--- config.mk ---
export PLATFORM = sky130hd
export DESIGN_NAME = bus_requester
export DESIGN_NICKNAME = d
export VERILOG_FILES = /design/src/rtl/bus_requester.sv
export SDC_FILE = /design/constraint.sdc
export NUM_CORES = 1
export LEC_CHECK = 0
export CAP_MARGIN = 25
export CELL_PAD_IN_SITES_DETAIL_PLACEMENT = 1
export CELL_PAD_IN_SITES_GLOBAL_PLACEMENT = 2
export CORE_MARGIN = 2
export CORE_UTILIZATION = 27
export CTS_BUF_LIST = sky130_fd_sc_hd__clkbuf_8
export DETAILED_ROUTE_END_ITERATION = 12
export HOLD_SLACK_MARGIN = 0.05
export PLACE_DENSITY_LB_ADDON = 0.1
export SLEW_MARGIN = 40
export SYNTH_ARGS = -nofsm -noshare
export SYNTH_HDL_FRONTEND = slang
export SYNTH_SLANG_ARGS = --single-unit
--- constraint.sdc ---
create_clock -name clk -period 5.1 [get_ports clk]
set_input_delay 0.51 -clock clk [delete_from_list [all_inputs] [get_ports clk]]
set_output_delay 0.51 -clock clk [all_outputs]
set_load 0.005 [all_outputs]
--- src/rtl/bus_requester.sv ---
module bus_requester #(
  parameter int TMO_W = 8
) (
  input  logic             clk,
  input  logic             rst_n,
  input  logic             need,
  input  logic [1:0]       level_sel,
  input  logic [1:0]       policy,
  input  logic             rnr_en,
  input  logic [TMO_W-1:0] tmo_limit,
  input  logic             tick,
  input  logic [3:0]       grant_in,
  input  logic [3:0]       req_other,
  input  logic             bus_clr,
  output logic [3:0]       req_out,
  output logic [3:0]       grant_out,
  output logic             busy,
  output logic             granted
);

  typedef enum logic [1:0] {S_IDLE, S_REQ, S_OWN} st_t;

  st_t              st;
  logic [1:0]       lvl;
  logic [TMO_W-1:0] cnt;
  logic             want, rel_ok, expired, lvl_grant;

  assign want      = need | (rnr_en & ~|req_other);
  assign expired   = cnt >= tmo_limit;
  assign lvl_grant = grant_in[lvl];

  always_comb begin
    case (policy)
      2'd0:    rel_ok = 1'b1;
      2'd1:    rel_ok = |req_other;
      2'd2:    rel_ok = bus_clr;
      default: rel_ok = expired;
    endcase
  end

  always_ff @(posedge clk) begin
    if (!rst_n) begin
      st  <= S_IDLE;
      lvl <= 2'd0;
      cnt <= '0;
    end else begin
      case (st)
        S_IDLE: if (want) begin
          st  <= S_REQ;
          lvl <= level_sel;
        end
        S_REQ: if (lvl_grant) begin
          st  <= S_OWN;
          cnt <= '0;
        end
        default: begin
          if (!need && rel_ok) st <= S_IDLE;
          else if (tick && !expired) cnt <= cnt + 1'b1;
        end
      endcase
    end
  end

  for (genvar i = 0; i < 4; i++) begin : g_lvl
    assign req_out[i]   = (st == S_REQ) && (lvl == i);
    assign grant_out[i] = grant_in[i] && !((st != S_IDLE) && (lvl == i));
  end

  assign busy    = st == S_OWN;
  assign granted = st == S_OWN;

  assert_req_onehot_R2: assert property (@(posedge clk) disable iff (!rst_n)
    $onehot0(req_out));
  assert_grant_takes_bus_R3: assert property (@(posedge clk) disable iff (!rst_n)
    (|(req_out & grant_in)) |=> (busy && req_out == 4'd0));
  assert_no_busy_while_req_R3: assert property (@(posedge clk) disable iff (!rst_n)
    !(busy && |req_out));
  assert_own_grant_blocked_R4: assert property (@(posedge clk) disable iff (!rst_n)
    (grant_out & req_out) == 4'd0);
  assert_done_release_R5: assert property (@(posedge clk) disable iff (!rst_n)
    (busy && policy == 2'd0 && !need) |=> !busy);
  assert_hold_in_use_R9: assert property (@(posedge clk) disable iff (!rst_n)
    (busy && need) |=> busy);
  assert_req_kept_R11: assert property (@(posedge clk) disable iff (!rst_n)
    (|req_out && !(|(req_out & grant_in))) |=> $stable(req_out));
  assert_tmo_hold_R8: assert property (@(posedge clk) disable iff (!rst_n)
    (busy && policy == 2'd3 && !expired) |=> busy);

endmodule

# Yosys cells after proc, flatten, opt, wreduce, memory -nomap -nowiden

Index checks and enable logic that the tools add are counted.

Bits in registers: 12
Bits in latches: 0
Memory bits (writable): 0
ROM bits: 0
Input port bits: 26
Output and inout bits: 10
Logic and storage cells: 61
Memories kept: 0

Add/subtract/negate cells: 1
Multipliers: 0
Div/mod/pow operators: 0
Order comparisons: 2
Equality and inequality tests: 10
Shift-type cells: 0
Mux-type cells: 11
Bitwise operators: 3
Reductions and logical operators: 31

Operators with widths:

| kind                | number |
|---|---|
| $mux 8              | 3 |
| $pmux 8 s2          | 1 |
| $logic_and 1x1->1   | 14 |
| $add 8x1->8 const B | 1 |
| $eq 2x2->1 const B  | 4 |
| $ge 8x8->1          | 1 |
| $logic_not 1->1     | 7 |
| $eq 2x1->1 const B  | 3 |
| $logic_not 2->1     | 3 |
| $mux 2              | 3 |
| $ne 2x2->1 const B  | 2 |
| $pmux 2 s2          | 1 |
| $reduce_and 4->1    | 1 |
| $reduce_bool 2->1   | 2 |
| $reduce_or 4->1     | 1 |
| $lt 2x3->1 const B  | 1 |
| $pmux 1 s3          | 1 |
| $reduce_and 3->1    | 1 |
| $reduce_bool 3->1   | 1 |
| $bmux 1 s2          | 1 |
| $ne 2x1->1 const B  | 1 |
| $reduce_and 2->1    | 1 |
| $and 1x1->1         | 1 |
| $mux 1              | 1 |
| 2 further kinds     | 2 |

# Longest topological paths before layout

Word-level depth: 6
Gate-level depth with buffers: 7
Mapped depth without buffers: 7

# Worst setup path before layout

OpenSTA, ideal clock, no wires.

Path kind: in2reg
From: input tmo_limit[1]
To: register cnt[2]
Library setup time: 0.117 ns
Arrival: 1.908 ns
Data required time: 4.983 ns
Slack: 3.076 ns
Stages: 7
Path buffers: 0
Path through: inv_1 > ha_1 > or4_4 > a21oi_2 > o31ai_2 > o211a_1 > o22a_1

Cells in the longest elaborated chain, start to end: 5

RTL lines:

| item                                                             | RTL line | RTL |
|---|---|---|
| from (decl)                                                      | 10       | `input logic [TMO_W-1:0] tmo_limit,` |
| $ge 8x8->1 (*)                                                   | 29       | `assign expired = cnt >= tmo_limit;` |
| $pmux 1 s3 / $logic_not 1->1 (equally long branches)             | 33, 58   |  |
| $logic_and 1x1->1, on equally long branches                      | 57, 58   |  |
| $ne 2x1->1 (no line) / $reduce_bool 2->1 (equally long branches) | --       |  |
| $reduce_and 4->1 (no line) (*)                                   | --       |  |
| to (signal assigned)                                             | 58       | `else if (tick && !expired) cnt <= cnt + 1'b1;` |
| to (decl)                                                        | 25       | `logic [TMO_W-1:0] cnt;` |

Every way passes the cells marked *; elsewhere a longest branch is shown, timed or not.
A chain may end at the register's enable or synchronous reset.

# Worst setup path in the final report

From: input tmo_limit[2]
To: register cnt[6]

The elaborated chain is that of the path after synthesis.

==> impl_metrics.yaml <==
timing:
  tightest_slew_ns: 0.501
  slew_violations: 0
  maxSlewHeadroom_pct: 66.4
  clock.fmax_mhz: 421
  rsz0062_at_grt: "false"
  post-route-period-util_pct: 46.6
  fin_setup_tns_ns: 0
  skew_ns: 0.00189
  hold_violations: 0
  setup_viol: 0
  finalCriticalPeriod_ns: 2.38
hold_path:
  min_path_cells: 1
  hold_start: "cnt[7]"
  hold_path.class: "reg2reg"
global_route:
  grt_max_degree: 8
  grt_pass1_vias: 1051
  grt-ovfl-total: 0
  grt_antenna_before_repair: 0
  grt_pass1_wl_mm: 4.90
  track_usage_pct: 15.1
yosys:
  ys_async_sr_fraction_pct: 0
  ys.flop_type: "dfxtp_1"
  syn_area_sq_um: 972
  synth_seq_cells: 12
  postSynthNetCount: 149
  synth_top_area_share_pct: 24.7
  synth_common_cells: "12 x dfxtp_1, 11 x and3_1, 11 x inv_1, 9 x ha_1"
  yosys_warnings: 0
  post_synth.cell_area_avg_sq_um: 8.53
  ys_types: 36
  yosysSeqAreaShare_pct: 24.7
  synth_edf_count: 0
  synth_most_common_cell: "dfxtp_1"
  yosysTopAreaCell: "dfxtp_1"
  synth_area_leaders: "dfxtp_1 25%, ha_1 12%, and3_1 7.1%, o22a_1 5.4%, inv_1 4.2%"
  synth_cells: 114
placed_design:
  dpl_cell_area_sq_um: 1370
  place_congestion: 0.711
  hpwlAfterDp_mm: 2.25
  port-buffer-count: 35
floorplanning:
  core-area_sq_um: 3390
  boundaryPins: 36
  die-area_sq_um: 4100
  rows: 21
  start_util_pct: 28.7
  die_h_microns: 64.0
  die_x_microns: 64.0
cells_and_area:
  stdcell_area_sq_um: 1430
  n_antenna_cell: 0
  finalNetCount: 188
  drive_gt1_share_pct: 9.87
  area_growth_pct: 46.8
  fill_cells: 409
clocking:
  clk_path_buf_depth: 2
  clk_pin_slew_ns: 0.06
  cts_sinks: 12
  cts_max_level: 1
  clock_latency_ns: 0.25
  hold_buffers: 0
  cts_buffers: 3
  postCtsSetupBuffers: 0
  cts-root-buf: "clkbuf_8"
  cts_resized: 0
  cts_tree: "built"
detailed_routing:
  first_iter_violations: 16
  wire_per_inst_microns: 13.8
  drc: 0
  antenna_left: 0
  drtPass1Iterations: 4
  wirelength_mm: 2.74
  vias: 997
  vias_per_cell: 5.04
critical_path:
  critPathMaxFanout: 6
  crit_path_start_kind: "input pin"
  end_kind: "flip-flop"
  cp.arrival_ns: 2.51
  r2r_start: "cnt[2]"
  crit_start: "tmo_limit[2]"
  critical_path_class: "in2reg"
  reg2reg_depth: 6
  crit_required_ns: 5.23
outcome:
  status: "complete, no violations"
run:
  drv_cap: 0
power_and_ir_drop:
  finalPower_mw: 0.279
  leakagePower_nw: 0.612
  powerDensity_nw_per_um2: 195
  peakVddDrop_mv: 0.0870
critical path, cell delays in order:
cell and delay, ns:
clkdlybuf4s50_1 0.45, inv_1 0.04, ha_1 0.20, or4_4 0.51
a21oi_2 0.15, o31ai_2 0.12, o211a_1 0.32, o22a_1 0.19
through the flow:
stage / std cells / hold WS, ns / utilization, % / setup WS, ns
after floorplan: 114 / 0.478 / - / 3.08
after global placement: 194 / 0.495 / 40.5 / 2.51
after detailed placement: 194 / 0.503 / 40.5 / 2.45
after CTS: 198 / 0.516 / 42.1 / 2.71
after global routing: 198 / 0.546 / 42.1 / 2.59
final: 198 / 0.510 / 42.1 / 2.72
final cells by class:
cell class	instances	area [sq um]	area share (%)
clock buffer	4	55.1	3.86
inverter	11	41.3	2.89
multi-input combinational	90	683	47.9
sequential	12	240	16.8
tap	46	57.6	4.03
timing repair buffer	35	350	24.5
cells in the final DEF (no fill, tap or decap), drive strengths merged:
cell | netlist | final
clkdlybuf4s50 | 0 | 35
dfxtp | 12 | 12
inv | 11 | 11
and3 | 11 | 11
ha | 9 | 9
o21ai | 8 | 8
nor2 | 7 | 7
nand2b | 6 | 6
o22a | 6 | 6
o21a | 5 | 5
a21oi | 5 | 5
clkbuf | 0 | 4
or3 | 4 | 4
nand2 | 3 | 3
nor3 | 3 | 3
nor2b | 2 | 2
nand3 | 2 | 2
o211a | 2 | 2
mux2i | 2 | 2
o31a | 2 | 2
or2 | 2 | 2
or4 | 1 | 1
nor4 | 1 | 1
o32ai | 1 | 1
nand3b | 1 | 1
a21o | 1 | 1
nor4b | 1 | 1
o31ai | 1 | 1
mux4 | 1 | 1
nand4 | 1 | 1
o211ai | 1 | 1
o22ai | 1 | 1
power breakdown:
part	internal [mW]	leakage (nW)	switching, mW	total [mW]
registers	0.0970	0.0974	0.00505	0.102
clock network	0.0684	0.0288	0.0392	0.108
logic	0.0408	0.486	0.0281	0.0689
metal layers:
metal	global-route usage, %	part of all wire, %	vias to the layer above
met3	3.70	4.2	5
met2	24.5	48	20
met5	0	0	-
met4	4.08	1.1	0
met1	19.9	47	473
li1	-	-	499
final timing paths:
| kind | end | slack [ns] |
|---|---|---|
| hold reg to reg | cnt[7] | 0.51 |
| setup / recovery | cnt[6] | 2.72 |
| hold / removal | cnt[7] | 0.51 |
| setup reg to reg | cnt[6] | 3.10 |
kinds of logic after synthesis:
kind of cell    synth area share (%)
flops                           24.7
compound gates                  25.1
fa+ha+maj                       11.6
mux                             4.38
simple gates                    29.2
buf+inv                         5.02
sequential cells by signal, summed over array words and instances (netlist names):
register and count:
cnt 8, lvl 2, st 2
(Power assumes the default switching activity.)
